[src/rtl/hdlc_zi_pkg.sv]
package hdlc_zi_pkg;

   typedef enum logic [1:0] {
      EMIT_IDLE  = 2'd0,
      EMIT_STUFF = 2'd1,
      EMIT_FLAG  = 2'd2,
      EMIT_DATA  = 2'd3
   } emit_kind_e;

   // value placed on the line for a given kind of bit time
   function automatic logic emit_value(emit_kind_e kind, logic data, logic idle_lvl);
      logic v;
      case (kind)
         EMIT_STUFF: v = 1'b0;
         EMIT_FLAG:  v = data;
         EMIT_DATA:  v = data;
         default:    v = idle_lvl;
      endcase
      return v;
   endfunction

endpackage

[src/rtl/zi_ones_counter.sv]
module zi_ones_counter
   import hdlc_zi_pkg::*;
#(
   parameter int RUN_LEN = 5
) (
   input  logic       clk,
   input  logic       rst_n,
   input  logic       step,
   input  emit_kind_e kind,
   input  logic       data,
   output logic       stuff_due
);
   localparam int CW = $clog2(RUN_LEN + 1);
   localparam logic [CW-1:0] FULL = CW'(RUN_LEN);

   generate
      if (RUN_LEN < 2) begin : g_bad_len
         $error("zi_ones_counter: RUN_LEN must be at least 2");
      end
   endgenerate

   logic [CW-1:0] run_q, run_d;

   always_comb begin
      run_d = run_q;
      if (step) begin
         if (kind == EMIT_DATA && data) run_d = run_q + CW'(1);
         else                           run_d = '0;
      end
   end

   always_ff @(posedge clk or negedge rst_n) begin
      if (!rst_n) run_q <= '0;
      else        run_q <= run_d;
   end

   assign stuff_due = (run_q == FULL);

endmodule

[src/rtl/zi_line_reg.sv]
module zi_line_reg #(
   parameter logic IDLE_LEVEL = 1'b1
) (
   input  logic clk,
   input  logic rst_n,
   input  logic step,
   input  logic value,
   output logic line_bit,
   output logic line_strobe
);
   always_ff @(posedge clk or negedge rst_n) begin
      if (!rst_n) begin
         line_bit    <= IDLE_LEVEL;
         line_strobe <= 1'b0;
      end else begin
         line_strobe <= step;
         if (step) line_bit <= value;
      end
   end
endmodule

[src/rtl/zi_crc_tap.sv]
module zi_crc_tap #(
   parameter bit TAP_REG = 1'b1
) (
   input  logic clk,
   input  logic rst_n,
   input  logic take,
   input  logic data,
   output logic tap_valid,
   output logic tap_bit
);
   generate
      if (TAP_REG) begin : g_reg
         always_ff @(posedge clk or negedge rst_n) begin
            if (!rst_n) begin
               tap_valid <= 1'b0;
               tap_bit   <= 1'b0;
            end else begin
               tap_valid <= take;
               if (take) tap_bit <= data;
            end
         end
      end else begin : g_comb
         // unused in comb variant
         logic unused_clk;
         assign unused_clk = clk ^ rst_n;
         assign tap_valid  = take;
         assign tap_bit    = data;
      end
   endgenerate
endmodule

[src/rtl/hdlc_zero_inserter.sv]
module hdlc_zero_inserter
   import hdlc_zi_pkg::*;
#(
   parameter int   RUN_LEN    = 5,
   parameter logic IDLE_LEVEL = 1'b1,
   parameter bit   TAP_REG    = 1'b1
) (
   input  logic clk,
   input  logic rst_n,
   input  logic bit_en,
   input  logic in_valid,
   input  logic in_bit,
   input  logic in_flag,
   output logic in_ready,
   output logic line_bit,
   output logic line_strobe,
   output logic crc_tap_valid,
   output logic crc_tap_bit
);
   logic       stuff_due;
   logic       take;
   emit_kind_e kind;
   logic       value;

   // a pending insertion wins over any offered bit
   always_comb begin
      if (stuff_due)     kind = EMIT_STUFF;
      else if (in_valid) kind = in_flag ? EMIT_FLAG : EMIT_DATA;
      else               kind = EMIT_IDLE;
   end

   assign in_ready = ~stuff_due;
   assign take     = bit_en & in_valid & in_ready;
   assign value    = emit_value(kind, in_bit, IDLE_LEVEL);

   zi_ones_counter #(.RUN_LEN(RUN_LEN)) u_count (
      .clk(clk), .rst_n(rst_n), .step(bit_en), .kind(kind),
      .data(in_bit), .stuff_due(stuff_due));

   zi_line_reg #(.IDLE_LEVEL(IDLE_LEVEL)) u_line (
      .clk(clk), .rst_n(rst_n), .step(bit_en), .value(value),
      .line_bit(line_bit), .line_strobe(line_strobe));

   zi_crc_tap #(.TAP_REG(TAP_REG)) u_tap (
      .clk(clk), .rst_n(rst_n), .take(take & ~in_flag), .data(in_bit),
      .tap_valid(crc_tap_valid), .tap_bit(crc_tap_bit));

endmodule

[config.mk]
export PLATFORM = sky130hd
export DESIGN_NAME = hdlc_zero_inserter
export DESIGN_NICKNAME = d
export VERILOG_FILES = /design/src/rtl/hdlc_zi_pkg.sv /design/src/rtl/zi_ones_counter.sv /design/src/rtl/zi_line_reg.sv /design/src/rtl/zi_crc_tap.sv /design/src/rtl/hdlc_zero_inserter.sv
export SDC_FILE = /design/constraint.sdc
export NUM_CORES = 1
export LEC_CHECK = 0
export CAP_MARGIN = 20
export CORE_AREA = 2 2 39 41
export CTS_BUF_LIST = sky130_fd_sc_hd__clkbuf_2 sky130_fd_sc_hd__clkbuf_4 sky130_fd_sc_hd__clkbuf_8
export DETAILED_ROUTE_END_ITERATION = 7
export DIE_AREA = 0 0 41 43
export PLACE_DENSITY_LB_ADDON = 0.2
export REMOVE_ABC_BUFFERS = 1
export SYNTH_ARGS = -nofsm -noshare
export SYNTH_HDL_FRONTEND = slang
export SYNTH_SLANG_ARGS = --single-unit
[constraint.sdc]
create_clock -name clk -period 3 [get_ports clk]
set_input_delay 0.6 -clock clk [delete_from_list [all_inputs] [get_ports clk]]
set_output_delay 0.6 -clock clk [all_outputs]
set_load 0.05 [all_outputs]
Yosys cells after proc, flatten, opt, wreduce, memory -nomap -nowiden:

Index checks and enable logic that the tools add are counted.

* order comparisons: 0
* add/subtract/negate cells: 1
* mux-type cells: 5
* shift operators: 0
* $mul: 0
* eq/ne operators: 4
* reductions and logical operators: 2
* bitwise gates (word level): 5
* div/mod/pow operators: 0

Operator list (number)
* $eq A2 B2 Y1 const B: 2
* $mux W2: 2
* $add A3 B1 Y3 const B: 1
* $and A1 B1 Y1: 3
* $eq A3 B3 Y1 const B: 1
* $mux W3: 1
* $eq A2 B1 Y1 const B: 1
* $not A1 Y1: 2
* $pmux W1 S2: 1
* $reduce_or A2 Y1: 1
* $logic_and A1 B1 Y1: 1
* $mux W1: 1

* memories kept: 0
* register bits: 7
* logic and storage cells: 22
* memory bits (read-only): 0
* output and inout port bits: 5
* bits of input ports: 6
* bits in latches: 0
* RAM bits: 0

Logic depth before layout (Yosys ltp):

* depth after elaboration: 6
* depth in mapped cells: 5
* depth with buffers taken out: 5

Cells and area by module:

A second synthesis with hierarchy kept.

* cells, all modules: 30
* area, all modules: 352.8 um^2

Modules (own cells, without submodules)
* zi_ones_counter: cells each 17, area each 181.4 um^2, instances 1, sequential area each 75.1 um^2
* zi_line_reg: cells each 3, area each 66.3 um^2, instances 1, sequential area each 51.3 um^2
* zi_crc_tap: cells each 3, area each 65.1 um^2, instances 1, sequential area each 50.0 um^2
* hdlc_zero_inserter: cells each 7, area each 40.0 um^2, instances 1, sequential area each 0.0 um^2

Worst setup path before layout:

Ideal clock, no wire load.

* path kind: register to output
* start: register u_count.run_q[0]
* end: output port in_ready
* setup slack: 1.414 ns
* data required time: 2.400 ns
* cell stages (with the launch flop): 3
* data arrival time: 0.986 ns
* buffers on the path: 0
* cells stage by stage: dfrtp_1 > ha_1 > nand2_1

* cells in the longest elaborated chain, start to end: 2

RTL lines
* from (decl): line zi_ones_counter.sv:22 `logic [CW-1:0] run_q, run_d;`
* from (signal assigned): line zi_ones_counter.sv:34 `else run_q <= run_d;`
* $eq A3 B3 Y1: line zi_ones_counter.sv:37 `assign stuff_due = (run_q == FULL);`
* $not A1 Y1: line hdlc_zero_inserter.sv:32 `assign in_ready = ~stuff_due;`
* to (decl): line hdlc_zero_inserter.sv:14 `output logic in_ready,`

No other way between the ends.

Final worst setup path:

Same ends and word-level chain as after synthesis.

==> metrics.txt <==
status finished, final reports clean; Clock power frac 0.382; Die W 41 um; Final Hold Vio Count 0; fin crit share 0.809; clk sink count 7; worst-path fanout max 4; # IOs 11; r2r endpoint u_count.run_q[0]; Setup crit end kind output pin; Remaining DRCs 0; Yosys warnings 0; top cells by count, synth dfrtp_1, inv_1, ha_1; sw frac 0.268; Top FF cell, synth dfrtp_1; max-cap violations 0; largest net degree at the start of global routing 10; final design utilization 0.342; fin crit period 2.43 ns; initial antenna violation count 0; Final setup viols 0; Slew headroom 0.673; CTS max path bufs 2; CP Cell Sequence ha_1, nand2_1, clkdlybuf4s50_1; CTS buffer count 3; Nets 50; drt wl/cell between 10 and 15 um; Via density 4.32; fmax approximately 400 MHz; WP data arrival 1.83 ns; largest area contributor in the netlist dfrtp_1; asr flop ratio synth 1.00; Final ANT Viol Nets 0; most common cell in the netlist dfrtp_1; power per cell area roughly 520 nW/um^2; power share of the sequential group 0.422; Required @ worst endpoint 2.40 ns; RSZ-0062 raised after global routing no; reg2reg setup slack 1.79 ns; worst reg2reg startpoint u_count.run_q[0]; Synth area leaders dfrtp_1, dfstp_2, ha_1, inv_1, nor2b_4; Worst VDD drop 0.000162 V; Starting Density 0.233; Yosys cell types 18; Reg clk slew, reported paths 0.06 ns; diode count 0; Mapped Cells 27; Crit Path Class reg -> out; die area 1760 um^2; setup TNS 0 ns; Placer Congestion 0.746; DIE HEIGHT between 40 and 50 um; combinational share of power 0.196; switching component of the power 0.0663 mW; root buffer cell clkbuf_4; CTS Hold Bufs 0; core area 1380 um^2; Max stage delay on crit path ~0.82 ns; number of synthesized flops with an enable pin 0; clock latency at the later pin of the worst-skew pair 0.25 ns; ratio of cells with drive above 1 in the final layout 0.195; fill count about 140; WL final approximately 580 um; hold path depth 2; Synth Cell Area 323 um^2; Pins Over Slew Limit 0; clk_skew 0.00636 ns; total power 0.247 mW; global-route wire length before repair 1.04 mm; post-CTS setup buffers 0; critical path startpoint category flip-flop; DRT iter0 DRCs 0; PortBufs 10; drt first pass iters 1; Syn-to-layout area delta 46.5%; top cell type's share of synthesized area 0.465; Slowest cell on crit path clkdlybuf4s50_1; WHS Endpoint u_line.line_bit; htree depth 1; gr usage total 0.0892; sequential-to-total area share from yosys stat 0.547; worst-margin pin slew about 0.49 ns; Resized cells post-CTS 0; Vias 246; r2r worst-path depth 4; Hold Path Origin u_line.line_bit; class of the worst hold path reg -> reg; register bit total from synthesis 7; internal power 0.181 mW; Post-DP HPWL 481 um; number of global-route vias before repair 258; leakage power 0.213 nW; grt ovf 0; Row Count 14; synthesized area per cell between 10 and 15 um^2; CTS tree yes
## registers in the layout, indices dropped and copies added, names as in the netlist
register and flops:
u_count.run_q 3, u_line.line_bit 1, u_line.line_strobe 1, u_tap.tap_bit 1
u_tap.tap_valid 1
## through the flow
stage	setup slack [ns]	hold slack [ns]	cells	instance area (um^2)
3_5_place_dp	0.826	0.464	53	443
3_3_place_gp	0.864	0.461	53	443
2_1_floorplan	1.41	0.304	27	323
5_1_grt	0.496	0.539	57	473
6_report	0.572	0.467	57	473
4_1_cts	0.554	0.474	57	473
## worst max-delay path: cells and delay by family (launching register included)
kind	cells	cell delay, ns
DFF	1	0.41
buffers and inverters	1	0.82
and+or+nand+nor	1	0.13
adders and majority gates	1	0.22
## routing by layer
layer	GRT usage	vias up	wire (um)
met5	0	-	0
met4	0.0400	0	0
met3	0.0314	0	39
met2	0.134	7	288
met1	0.109	119	247
li1	-	120	-
## cell usage in the layout (no fill, tap or decap), drive strengths merged
master         count
ha                 2
nand2              1
or2b               1
and3b              1
and3               1
nand3              1
dfstp              1
o211ai             1
clkdlybuf4s50     10
nor2b              1
o21ai              3
dfrtp              6
o22ai              1
nor3b              1
mux2i              1
clkbuf             4
inv                4
nand4              1
## worst max-delay path by stage
stage / start / to / slack (ns) / cells past startpoint
after global routing: u_count.run_q[0] / in_ready / 0.50 / 3
after CTS: u_count.run_q[0] / in_ready / 0.55 / 3
after detailed placement: u_count.run_q[0] / in_ready / 0.83 / 3
final: u_count.run_q[0] / in_ready / 0.57 / 3
after global placement: u_count.run_q[0] / in_ready / 0.86 / 3
after floorplan: u_count.run_q[0] / in_ready / 1.41 / 2
## cells by family (layout without fill, tap and decap cells)
family                   Yosys count  in the layout  synth area share
flip-flops                         7              7             0.547
buffers and inverters              4             18            0.0465
AO/OA/AOI/OAI                      5              5             0.101
AND/OR/NAND/NOR                    8              8             0.198
multiplexers                       1              1            0.0310
adder cells (fa/ha/maj)            2              2            0.0775
## final cells by class
class,instances,area [um^2],share of cell area
flip-flops and latches,7,176,0.373
repair buffers,10,100,0.212
multi-input cells,16,131,0.278
clock buffers,4,30.0,0.0635
inverters,4,15.0,0.0317
well taps,16,20.0,0.0423
## power by group through the flow
stage | registers (mW) | logic [mW] | clock network [mW]
2_1_floorplan | 0.123 | 0.00985 | 0
3_3_place_gp | 0.106 | 0.0487 | 0
3_5_place_dp | 0.106 | 0.0492 | 0
4_1_cts | 0.105 | 0.0494 | 0.0994
5_1_grt | 0.105 | 0.0524 | 0.105
6_report | 0.104 | 0.0485 | 0.0945
(Power assumes the default switching activity.)
